--- src/rtl/ccd_tg_pkg.sv ---
package ccd_tg_pkg;

    typedef enum logic [1:0] {
        HZ_DUMMY,
        HZ_OB_LEAD,
        HZ_ACTIVE,
        HZ_OB_TRAIL
    } hzone_e;

    typedef enum logic [2:0] {
        VZ_BLANK,
        VZ_DUMMY,
        VZ_OB_LEAD,
        VZ_ACTIVE,
        VZ_OB_TRAIL
    } vzone_e;

endpackage

--- src/rtl/ccd_line_timer.sv ---
module ccd_line_timer
    import ccd_tg_pkg::*;
#(
    parameter int H_DUMMY     = 16,
    parameter int H_OB_FRONT  = 2,
    parameter int H_EFFECTIVE = 510,
    parameter int H_OB_REAR   = 25,
    localparam int H_TOTAL    = H_DUMMY + H_OB_FRONT + H_EFFECTIVE + H_OB_REAR,
    localparam int H_W        = $clog2(H_TOTAL)
) (
    input  logic           clk,
    input  logic           rst_n,
    output logic [H_W-1:0] pix_count,
    output logic           line_start,
    output logic           line_end,
    output hzone_e         hzone
);

    localparam logic [H_W-1:0] LAST_PIX  = H_W'(H_TOTAL - 1);
    localparam logic [H_W-1:0] EDGE_OBF  = H_W'(H_DUMMY);
    localparam logic [H_W-1:0] EDGE_ACT  = H_W'(H_DUMMY + H_OB_FRONT);
    localparam logic [H_W-1:0] EDGE_OBR  = H_W'(H_DUMMY + H_OB_FRONT + H_EFFECTIVE);

    typedef struct packed {
        logic [H_W-1:0] pix;
    } line_state_t;

    line_state_t st_d, st_q;

    always_comb begin
        st_d = st_q;
        if (st_q.pix == LAST_PIX) begin
            st_d.pix = '0;
        end else begin
            st_d.pix = st_q.pix + 1'b1;
        end
    end

    always_ff @(posedge clk or negedge rst_n) begin
        if (!rst_n) begin
            st_q <= '0;
        end else begin
            st_q <= st_d;
        end
    end

    always_comb begin
        if (st_q.pix < EDGE_OBF) begin
            hzone = HZ_DUMMY;
        end else if (st_q.pix < EDGE_ACT) begin
            hzone = HZ_OB_LEAD;
        end else if (st_q.pix < EDGE_OBR) begin
            hzone = HZ_ACTIVE;
        end else begin
            hzone = HZ_OB_TRAIL;
        end
    end

    assign pix_count  = st_q.pix;
    assign line_start = (st_q.pix == '0);
    assign line_end   = (st_q.pix == LAST_PIX);

    // the last pixel position is followed by position 0
    a_r1_pixel_wrap: assert property (@(posedge clk) disable iff (!rst_n)
        (pix_count == LAST_PIX) |=> (pix_count == '0));

    // any other position is followed by the next one
    a_r1_pixel_step: assert property (@(posedge clk) disable iff (!rst_n)
        (pix_count != LAST_PIX) |=> (pix_count == H_W'($past(pix_count) + 1'b1)));

endmodule

--- src/rtl/ccd_field_timer.sv ---
module ccd_field_timer
    import ccd_tg_pkg::*;
#(
    parameter int V_BLANK     = 20,
    parameter int V_OB_FRONT  = 12,
    parameter int V_EFFECTIVE = 492,
    parameter int V_OB_REAR   = 1,
    localparam int V_ROWS     = V_OB_FRONT + V_EFFECTIVE + V_OB_REAR,
    localparam int V_W        = $clog2(V_BLANK + V_ROWS + 1)
) (
    input  logic           clk,
    input  logic           rst_n,
    input  logic           line_end,
    input  logic [V_W-1:0] shutter_line,
    output logic [V_W-1:0] line_count,
    output logic           field_odd,
    output logic [V_W-1:0] shutter_hold,
    output logic           field_end,
    output vzone_e         vzone
);

    localparam logic [V_W-1:0] ODD_LAST  = V_W'(V_BLANK + V_ROWS - 1);
    localparam logic [V_W-1:0] EVEN_LAST = V_W'(V_BLANK + V_ROWS);

    typedef struct packed {
        logic [V_W-1:0] line;
        logic           odd;
        logic [V_W-1:0] shut;
    } field_state_t;

    field_state_t st_d, st_q;
    logic [V_W-1:0] last_line;
    int             row;

    always_comb begin
        last_line = st_q.odd ? ODD_LAST : EVEN_LAST;
        field_end = line_end && (st_q.line == last_line);
        st_d      = st_q;
        if (field_end) begin
            st_d.line = '0;
            st_d.odd  = ~st_q.odd;
            st_d.shut = shutter_line;
        end else if (line_end) begin
            st_d.line = st_q.line + 1'b1;
        end
    end

    always_ff @(posedge clk or negedge rst_n) begin
        if (!rst_n) begin
            st_q.line <= '0;
            st_q.odd  <= 1'b1;
            st_q.shut <= '0;
        end else begin
            st_q <= st_d;
        end
    end

    always_comb begin
        row = int'(st_q.line) - V_BLANK - (st_q.odd ? 0 : 1);
        if (int'(st_q.line) < V_BLANK) begin
            vzone = VZ_BLANK;
        end else if (!st_q.odd && (int'(st_q.line) == V_BLANK)) begin
            vzone = VZ_DUMMY;
        end else if (row < V_OB_FRONT) begin
            vzone = VZ_OB_LEAD;
        end else if (row < V_OB_FRONT + V_EFFECTIVE) begin
            vzone = VZ_ACTIVE;
        end else begin
            vzone = VZ_OB_TRAIL;
        end
    end

    assign line_count   = st_q.line;
    assign field_odd    = st_q.odd;
    assign shutter_hold = st_q.shut;

    // a field boundary restarts the line count and flips parity
    a_r4_field_flip: assert property (@(posedge clk) disable iff (!rst_n)
        field_end |=> ((line_count == '0) && (field_odd != $past(field_odd))));

    // odd fields never reach the extra even-field line
    a_r4_odd_length: assert property (@(posedge clk) disable iff (!rst_n)
        field_odd |-> (line_count <= ODD_LAST));

    // the held shutter value moves only at a field boundary
    a_r8_shutter_hold: assert property (@(posedge clk) disable iff (!rst_n)
        !field_end |=> $stable(shutter_hold));

endmodule

--- src/rtl/ccd_strobe_gen.sv ---
module ccd_strobe_gen #(
    parameter int TICKS = 5,
    localparam int CW   = $clog2(TICKS + 1)
) (
    input  logic clk,
    input  logic rst_n,
    input  logic start,
    input  logic tick,
    output logic pulse
);

    typedef struct packed {
        logic          on;
        logic [CW-1:0] left;
    } strobe_state_t;

    strobe_state_t st_d, st_q;

    always_comb begin
        st_d = st_q;
        if (start) begin
            st_d.on   = 1'b1;
            st_d.left = CW'(TICKS);
        end else if (st_q.on && tick) begin
            if (st_q.left == CW'(1)) begin
                st_d.on   = 1'b0;
                st_d.left = '0;
            end else begin
                st_d.left = st_q.left - 1'b1;
            end
        end
    end

    always_ff @(posedge clk or negedge rst_n) begin
        if (!rst_n) begin
            st_q <= '0;
        end else begin
            st_q <= st_d;
        end
    end

    assign pulse = st_q.on;

    // a start request opens the window on the next clock
    a_r6_opens: assert property (@(posedge clk) disable iff (!rst_n)
        start |=> pulse);

    // without a tick an open window cannot close
    a_r7_holds: assert property (@(posedge clk) disable iff (!rst_n)
        (pulse && !tick && !start) |=> pulse);

    // a closed window stays closed without a start
    a_r6_stays_low: assert property (@(posedge clk) disable iff (!rst_n)
        (!pulse && !start) |=> !pulse);

endmodule

--- src/rtl/ccd_readout_timing_gen.sv ---
module ccd_readout_timing_gen
    import ccd_tg_pkg::*;
#(
    parameter int H_DUMMY     = 16,
    parameter int H_OB_FRONT  = 2,
    parameter int H_EFFECTIVE = 510,
    parameter int H_OB_REAR   = 25,
    parameter int V_BLANK     = 20,
    parameter int V_OB_FRONT  = 12,
    parameter int V_EFFECTIVE = 492,
    parameter int V_OB_REAR   = 1,
    parameter int READ_LINE   = 10,
    parameter int READ_TICKS  = 5,
    parameter int DRAIN_TICKS = 4,
    localparam int H_TOTAL    = H_DUMMY + H_OB_FRONT + H_EFFECTIVE + H_OB_REAR,
    localparam int V_ROWS     = V_OB_FRONT + V_EFFECTIVE + V_OB_REAR,
    localparam int H_W        = $clog2(H_TOTAL),
    localparam int V_W        = $clog2(V_BLANK + V_ROWS + 1)
) (
    input  logic           clk,
    input  logic           rst_n,
    input  logic           time_tick,
    input  logic [V_W-1:0] shutter_line,
    output logic [H_W-1:0] pix_count,
    output logic [V_W-1:0] line_count,
    output logic           field_odd,
    output logic [V_W-1:0] shutter_hold,
    output logic           h_dummy,
    output logic           h_optblack,
    output logic           h_effective,
    output logic           v_blank,
    output logic           v_dummy,
    output logic           v_optblack,
    output logic           v_effective,
    output logic           image_valid,
    output logic           readout_pulse,
    output logic           drain_pulse
);

    localparam logic [V_W-1:0] READ_AT = V_W'(READ_LINE);

    logic   line_start, line_end, field_end;
    hzone_e hzone;
    vzone_e vzone;
    logic   read_start, drain_start;

    ccd_line_timer #(
        .H_DUMMY    (H_DUMMY),
        .H_OB_FRONT (H_OB_FRONT),
        .H_EFFECTIVE(H_EFFECTIVE),
        .H_OB_REAR  (H_OB_REAR)
    ) u_line (
        .clk       (clk),
        .rst_n     (rst_n),
        .pix_count (pix_count),
        .line_start(line_start),
        .line_end  (line_end),
        .hzone     (hzone)
    );

    ccd_field_timer #(
        .V_BLANK    (V_BLANK),
        .V_OB_FRONT (V_OB_FRONT),
        .V_EFFECTIVE(V_EFFECTIVE),
        .V_OB_REAR  (V_OB_REAR)
    ) u_field (
        .clk         (clk),
        .rst_n       (rst_n),
        .line_end    (line_end),
        .shutter_line(shutter_line),
        .line_count  (line_count),
        .field_odd   (field_odd),
        .shutter_hold(shutter_hold),
        .field_end   (field_end),
        .vzone       (vzone)
    );

    always_comb begin
        read_start  = line_start && (line_count == READ_AT);
        drain_start = line_start && (line_count > READ_AT) && (line_count < shutter_hold);
    end

    ccd_strobe_gen #(.TICKS(READ_TICKS)) u_read (
        .clk  (clk),
        .rst_n(rst_n),
        .start(read_start),
        .tick (time_tick),
        .pulse(readout_pulse)
    );

    ccd_strobe_gen #(.TICKS(DRAIN_TICKS)) u_drain (
        .clk  (clk),
        .rst_n(rst_n),
        .start(drain_start),
        .tick (time_tick),
        .pulse(drain_pulse)
    );

    always_comb begin
        h_dummy     = (hzone == HZ_DUMMY);
        h_optblack  = (hzone == HZ_OB_LEAD) || (hzone == HZ_OB_TRAIL);
        h_effective = (hzone == HZ_ACTIVE);
        v_blank     = (vzone == VZ_BLANK);
        v_dummy     = (vzone == VZ_DUMMY);
        v_optblack  = (vzone == VZ_OB_LEAD) || (vzone == VZ_OB_TRAIL);
        v_effective = (vzone == VZ_ACTIVE);
        image_valid = h_effective && v_effective;
    end

    // the readout window opens just after pixel 0 of the readout line
    a_r6_read_place: assert property (@(posedge clk) disable iff (!rst_n)
        $rose(readout_pulse) |-> ((line_count == READ_AT) && (pix_count == H_W'(1))));

    // a drain window opens only inside the held shutter range
    a_r7_drain_place: assert property (@(posedge clk) disable iff (!rst_n)
        $rose(drain_pulse) |-> ((line_count > READ_AT) && (line_count < shutter_hold)
                                && (pix_count == H_W'(1))));

    // the dummy line never appears in an odd field
    a_r3_dummy_even: assert property (@(posedge clk) disable iff (!rst_n)
        v_dummy |-> !field_odd);

endmodule

--- config.mk ---
export PLATFORM = sky130hd
export DESIGN_NAME = ccd_readout_timing_gen
export DESIGN_NICKNAME = d
export VERILOG_FILES = /design/src/rtl/ccd_tg_pkg.sv /design/src/rtl/ccd_line_timer.sv /design/src/rtl/ccd_field_timer.sv /design/src/rtl/ccd_strobe_gen.sv /design/src/rtl/ccd_readout_timing_gen.sv
export SDC_FILE = /design/constraint.sdc
export NUM_CORES = 1
export LEC_CHECK = 0
export BUFFER_PORTS_ARGS = -buffer_cell sky130_fd_sc_hd__clkbuf_2
export CELL_PAD_IN_SITES_DETAIL_PLACEMENT = 1
export CELL_PAD_IN_SITES_GLOBAL_PLACEMENT = 2
export CORE_MARGIN = 2
export CORE_UTILIZATION = 30
export CTS_CLUSTER_SIZE = 24
export DETAILED_ROUTE_END_ITERATION = 6
export HOLD_SLACK_MARGIN = 0.02
export PLACE_DENSITY = 0.76
export SLEW_MARGIN = 40
export SYNTH_ARGS = -nofsm -noshare
export SYNTH_HDL_FRONTEND = slang
export SYNTH_SLANG_ARGS = --single-unit
--- constraint.sdc ---
create_clock -name clk -period 3.4 [get_ports clk]
set_clock_uncertainty 0.15 [all_clocks]
set_input_delay 0.17 -clock clk [delete_from_list [all_inputs] [get_ports clk]]
set_output_delay 0.17 -clock clk [all_outputs]
set_load 0.005 [all_outputs]
Word level (Yosys, flattened, before mapping)
Index checks and enable logic that the tools add are counted.
Word-level totals
  bits in registers: 39
  bits of input ports: 13
  output and inout bits: 41
  word-level logic and storage cells: 77
Cells by class
  add/subtract/negate cells: 6
  magnitude comparators: 8
  eq/ne operators: 13
  mux-type cells: 20
  bitwise gates (word level): 1
  reductions and logical operators: 21
Operators by type and width (number)
  32-bit by 10-bit < comparator with 1-bit output (second input constant): 1
  32-bit by 5-bit < comparator with 1-bit output (second input constant): 1
  32-bit subtractor: 1
  10-bit by 5-bit < comparator with 1-bit output (second input constant): 3
  10-bit two-way mux: 3
  10-bit by 1-bit adder with 10-bit output (second input constant): 2
  3-bit two-way mux: 6
  4-bit two-way mux: 4
  10-bit by 5-bit subtractor with 11-bit output (second input constant): 1
  10-bit equality test: 1
  10-bit equality test (second input constant): 1
  10-bit by 4-bit equality test with 1-bit output (second input constant): 1
  10-bit by 6-bit equality test with 1-bit output (second input constant): 1
  10-bit by 4-bit greater-than comparator with 1-bit output (second input constant): 1
  10-bit zero test: 1
  10-bit < comparator: 1
  10-bit < comparator (second input constant): 1
  2-bit nonzero test: 5
  3-bit by 1-bit equality test with 1-bit output (second input constant): 3
  1-bit logical AND: 8
  3-bit by 2-bit equality test with 1-bit output (second input constant): 2
  3-bit by 1-bit subtractor with 3-bit output (second input constant): 2
  1-bit two-way mux: 5
  2-bit equality test (second input constant): 2
  9 further kinds: 12

Depth between registers and ports, before layout
  word-level depth: 9
  depth in mapped cells: 13
  depth with buffers taken out: 12

Cells and area by module
Synthesis repeated with hierarchy kept, for this count alone.
Second synthesis, totals
  cells, all modules: 313
  area total of the unflattened synthesis: 2826.5 µm²
By module, submodules not included
  ccd_field_timer: instances 1, cells an instance 168, area each 1473.9 µm², seq. area each 526.8 µm²
  ccd_line_timer: instances 1, cells an instance 57, area each 544.3 µm², seq. area each 250.2 µm²
  ccd_readout_timing_gen: instances 1, cells an instance 48, area each 336.6 µm², seq. area each 0.0 µm²
  ccd_strobe_gen (u_drain): instances 1, cells an instance 20, area each 236.5 µm², seq. area each 100.1 µm²
  ccd_strobe_gen (u_read): instances 1, cells an instance 20, area each 235.2 µm², seq. area each 100.1 µm²

Worst setup path after synthesis
No wires, ideal clock.
  kind: register to output
  start point: register u_field.st_q, in the netlist u_field.line_count[2]
  end point: output port image_valid
  arrival: 3.171 ns
  required time: 3.080 ns
  setup slack: -0.091 ns
  cell stages (with the launch flop): 14
  path buffers: 1
  cells stage by stage: dfrtp_1 buf_6 inv_1 ha_1 and2b_1 nand3_1 a2111o_1 or2_2 ha_1 nor4b_1 nand4_1 a31oi_1 nand3_1 nor3b_1
Between the ends
  longest elaborated chain between the ends: 9
  elaborated cells between the ends (all ways): 13
  those cells by class: 2 x add/sub; 3 x order compare; 2 x eq/ne; 4 x mux; 2 x reduce/logical
Ends and longest elaborated chain
  start, declared: RTL line ccd_field_timer.sv:31  | field_state_t st_d, st_q;
  start signal, assigned: RTL line ccd_field_timer.sv:54  | st_q <= st_d;
  10-bit by 5-bit subtractor with 11-bit output: RTL line ccd_field_timer.sv:59  | row = int'(st_q.line) - V_BLANK - (st_q.odd ? 0 : 1);
  32-bit subtractor: RTL line ccd_field_timer.sv:59
  32-bit by 10-bit < comparator with 1-bit output: RTL line ccd_field_timer.sv:66  | end else if (row < V_OB_FRONT + V_EFFECTIVE) begin
  3-bit two-way mux: RTL line ccd_field_timer.sv:66
  3-bit two-way mux: RTL line ccd_field_timer.sv:64  | end else if (row < V_OB_FRONT) begin
  3-bit two-way mux: RTL line ccd_field_timer.sv:62  | end else if (!st_q.odd && (int'(st_q.line) == V_BLANK)) begin
  3-bit two-way mux *: RTL line ccd_field_timer.sv:60  | if (int'(st_q.line) < V_BLANK) begin
  3-bit by 2-bit equality test with 1-bit output *: RTL line ccd_readout_timing_gen.sv:106  | v_effective = (vzone == VZ_ACTIVE);
  1-bit logical AND *: RTL line ccd_readout_timing_gen.sv:107  | image_valid = h_effective && v_effective;
  end, declared: RTL line ccd_readout_timing_gen.sv:35  | output logic image_valid,
Mark *: on every way between the ends. The rest lies on a longest branch, timed or not.

Worst setup path in the final report
  start point: register u_field.st_q, in the netlist u_field.line_count[3]
  end point: output port image_valid
Same word-level chain as after synthesis.

==> results by stage <==
Status:
- The flow ran to the end, but the final reports show violations.
- The final reports fail on negative setup slack.

Placed design:
- Once placement completed, the tool counted placed cells totaling about 500.
- The number of port buffers is 53.
- The routability congestion estimate is roughly 0.78.
- The post-placement cell area is between 3000 and 4000 sq um.
- The half-perimeter wire length after detailed placement is approximately 6000 microns.

Critical path:
- The critical path is of the register to output pin type.
- The critical path goes through inv_2, ha_4, and2b_2, nand3_2, a2111o_1, or2_4, ha_4, nor4b_2, nand4_1, a31oi_2, nand3_2, nor3b_2, buf_2.
- The worst setup path endpoint is image_valid.
- Setup slack on the worst reg-to-reg path comes out at 980 ps.
- The launching point of the worst reg2reg path is u_field.line_count[8].
- Of all nets on the critical path, the largest fanout is 6.
- The cell type of the slowest stage on the worst timing path is sky130_fd_sc_hd__a2111o_1.
- The origin of the worst setup path is u_field.line_count[3].
- The arrival time of data at the critical path endpoint is 3250 ps.
- The worst reg-to-reg path cell count is 7.
- The largest single stage delay on the critical path is 510 ps.
- STA classifies the critical path startpoint as a register.
- The capture instance of the worst register-to-register path is u_field.line_count[3].
- STA puts the critical path data required time at 3080 ps.
- STA classifies the critical path endpoint as an output pin.

STA:
- Once routing completed, OpenROAD measured the worst setup slack at -173 ps.
- The count of pins over their slew limit is 0.
- The final critical path takes up 105% of the cycle.
- After routing, the total negative slack on setup checks comes to -438 ps.
- The slew of the pin with the lowest slew margin is 568 ps.
- For this run, the top clock speed supported by timing is 280 MHz.
- The count of endpoints failing hold in the final timing report is 0.
- Setup repair after global routing could not meet its margin everywhere.
- The remaining max-slew budget at the tightest pin is 62.1%.
- The smallest clock period supported by the final layout is computed as 3570 ps.
- Setup violations remaining at the end of the flow were counted as 3.

Cells and area:
- The fraction of final layout cells with drive strength greater than 1 is about 34%.
- After the last flow step, the layout net total stands at around 440.
- The finished cells cover between 3000 and 4000 sq um.
- The area growth from synthesis to final layout is 33.6%.
- The post-layout instance count excluding filler cells is 510.
- 0 antenna diodes ended up in the layout.
- The end-of-flow core utilization is between 40% and 50%.

Yosys:
- After synthesis the netlist holds a flip-flop and latch count of 39.
- Counting flops with an async set or reset pin after synthesis yields a share of 100%.
- The number of different library cells in the post-synthesis netlist is 56.
- The post-synth net total is between 300 and 400.
- Yosys mapped a number of flops with a built-in enable equal to 0.
- In this run the cell area of the synthesized design comes to 2800 sq um.
- Counting every instance in the synthesized netlist gives 308.
- The number of warnings issued by yosys is 0.
- After synthesis, flip-flops and latches occupy 34.9% of the total area.
- The synthesized area divided by synthesized cell count is approximately 9 sq um.
- For this run, the leading register cell type out of synthesis is sky130_fd_sc_hd__dfrtp_1.

Floorplanning:
- The die boundary width is ~100 microns.
- 54 I/O pins were placed.
- The area enclosed by the die boundary is roughly 10000 sq um.
- The core footprint is 9150 sq um.
- The number of placement rows is 35.
- The y dimension of the die is just over 100 microns.
- The starting density of the core is 30.6%.

Flow run:
- Max-cap violations in this run came to 0.

Routing:
- For this run, design rule violations remaining after detail routing come to 0.
- The number of nets with antenna violations after routing is 0.
- The via-per-instance ratio is approximately 5.0.
- The routed layout has roughly 2600 vias.
- The first detailed-routing pass took 4 iterations.
- The number of design-rule violations left by the first detailed-router iteration is 103.
- After detailed routing, the total wire length is between 8000 and 9000 microns.
- Dividing the detail-routed wire length by the instance count gives about 16 microns.

Global route:
- Global routing consumed, over all layers together, 16.6% of the routing resources.
- The via count of the first global-routing pass came to 2667.
- The number of antenna violations at the first check in global routing is 0.
- The global-route wire length before repair is 13300 microns.
- Entering global routing, the biggest net connects 40 pins.
- For this run the aggregate overflow at the end of global routing stands at 0.

Pwr:
- The analysis attributes to cell leakage a power of approximately 1.8 nW.
- For this design the ratio of total power to cell area is 262 nW/um^2.
- The maximum ir drop on the vdd rail is 0.000135 V.
- The completed layout was analyzed and its total power is roughly 0.98 mW.

Clock tree:
- The number of sinks driven by the clock tree is 39.
- The clock network latency to the later pin of the worst-skew pair is 300 ps.
- CTS built an H-tree with a depth of 2.
- The post-CTS clock slew at the launch and capture registers of the worst setup and hold paths is 90 ps.
- The clock passes through at most 2 buffers.
- The number of clock buffers inserted by TritonCTS is 5.
- The CTS tree is built.
- CTS placed an instance of sky130_fd_sc_hd__clkbuf_8 at the clock tree root.

Min path:
- The min-delay analysis places its worst path in the category input pin to register.
- The start point of the worst min-delay path is time_tick.
## Yosys cell counts, types with 2 or more instances
library cell	n	area, sq um
sky130_fd_sc_hd__a211o_1	2	17.5
sky130_fd_sc_hd__a211oi_1	3	22.5
sky130_fd_sc_hd__a21o_1	5	37.5
sky130_fd_sc_hd__a21oi_1	13	65.1
sky130_fd_sc_hd__a31oi_1	2	12.5
sky130_fd_sc_hd__and2_1	2	12.5
sky130_fd_sc_hd__and3_1	4	25.0
sky130_fd_sc_hd__and3b_1	2	17.5
sky130_fd_sc_hd__and4_1	2	17.5
sky130_fd_sc_hd__buf_2	4	20.0
sky130_fd_sc_hd__buf_4	3	22.5
sky130_fd_sc_hd__buf_6	4	45.0
sky130_fd_sc_hd__dfrtp_1	38	951
sky130_fd_sc_hd__ha_1	30	375
sky130_fd_sc_hd__inv_1	24	90.1
sky130_fd_sc_hd__nand2_1	29	109
sky130_fd_sc_hd__nand2b_1	2	12.5
sky130_fd_sc_hd__nand3_1	12	60.1
sky130_fd_sc_hd__nand3b_1	3	22.5
sky130_fd_sc_hd__nand4_1	6	37.5
sky130_fd_sc_hd__nand4b_1	3	26.3
sky130_fd_sc_hd__nor2_1	21	78.8
sky130_fd_sc_hd__nor2b_1	5	31.3
sky130_fd_sc_hd__nor3_1	10	50.1
sky130_fd_sc_hd__nor3b_1	2	15.0
sky130_fd_sc_hd__nor4b_1	4	35.0
sky130_fd_sc_hd__o21ai_0	18	90.1
sky130_fd_sc_hd__o21ai_1	2	10.0
sky130_fd_sc_hd__o221ai_1	2	17.5
sky130_fd_sc_hd__o31ai_1	2	15.0
sky130_fd_sc_hd__or2_2	7	43.8
sky130_fd_sc_hd__or3_1	3	18.8
sky130_fd_sc_hd__or4_4	2	22.5
sky130_fd_sc_hd__xnor2_1	8	70.1
sky130_fd_sc_hd__xor2_1	8	70.1
## stage by stage
stage / setup WS, ps / hold slack [ps]
after global routing: -336 / 54.3
after floorplan: 11.7 / -276
final: -173 / 66.9
after detailed placement: -88.3 / 88.7
after global placement: 23.5 / 224
after CTS: -187 / 56.6
## cell type report
class                   instances  area [sq um]
fillers                      1076          5410
flip-flops and latches         39           978
clock buffers                   5          68.8
inverters                      24          90.1
well taps                     111           139
multi-input cells             232          1800
repair buffers                 96           626
clock inverters                 3          43.8
## cells in the final DEF, fill, tap and decap left out, types with 10 or more instances in the layout
master,instances
sky130_fd_sc_hd__nor3_1,10
sky130_fd_sc_hd__nand3_1,10
sky130_fd_sc_hd__dfrtp_1,37
sky130_fd_sc_hd__nor2_1,21
sky130_fd_sc_hd__buf_4,30
sky130_fd_sc_hd__dlygate4sd3_1,11
sky130_fd_sc_hd__o21ai_0,17
sky130_fd_sc_hd__nand2_1,29
sky130_fd_sc_hd__inv_1,22
sky130_fd_sc_hd__ha_1,23
sky130_fd_sc_hd__clkbuf_2,50
sky130_fd_sc_hd__a21oi_1,12
## power by group
part | total, mW | leakage [nW] | switching, mW | internal [mW]
registers | 0.498 | 0.473 | 0.0147 | 0.483
clock network | 0.403 | 0.0581 | 0.184 | 0.219
logic | 0.0820 | 1.31 | 0.0421 | 0.0399
## worst max-delay path, delay by kind of cell, from the launching register on
kind / cells / cell delay [ps]
AOI/OAI and AO/OA: 2 / 720
adders and majority gates: 2 / 380
buffers and inverters: 2 / 190
DFF: 1 / 370
and+or+nand+nor: 7 / 1290
## worst min path at each step
stage	to	slack, ps	cells past startpoint
floorplan	u_drain.pulse	-280	0
global placement	u_field.shutter_hold[7]	220	3
detailed placement	u_read.st_q[2]	90	1
CTS	u_read.pulse	60	3
global route	u_read.pulse	50	3
finish	u_read.pulse	70	3
## registers in the layout, indices dropped and copies added, names as in the netlist
name	flops
u_field.shutter_hold	10
u_drain.st_q	3
u_field.field_odd	1
u_line.pix_count	10
u_drain.pulse	1
u_field.line_count	10
u_read.pulse	1
u_read.st_q	3
## timing repair
item,in CTS,in global routing
hold buffers,11,0
setup endpoints to repair,3,3
setup buffers,4,1
endpoints found under the hold margin,48,0
pin swaps,15,4
gates resized for setup,23,8
gates cloned,0,0
## cells by family (layout without fill, tap and decap cells)
kind of cell	Yosys count	after routing	share of synthesized area, %
AOI/OAI and AO/OA	57	57	12.8
xor gates and xnor gates	16	16	5.00
and+or+nand+nor	127	127	26.2
muxes	2	2	0.759
adders and majority gates	30	30	13.4
buffers and inverters	37	128	6.96
DFF	39	39	34.9
## metal layers
layer | vias up | part of all wire, % | global-route usage (%)
met5 | - | 0 | 0
met4 | 0 | 1.6 | 5.69
met3 | 8 | 2.5 | 1.94
met2 | 38 | 49 | 28.9
met1 | 1262 | 46 | 21.3
li1 | 1259 | - | -
Power figures use the tool's default switching activity.
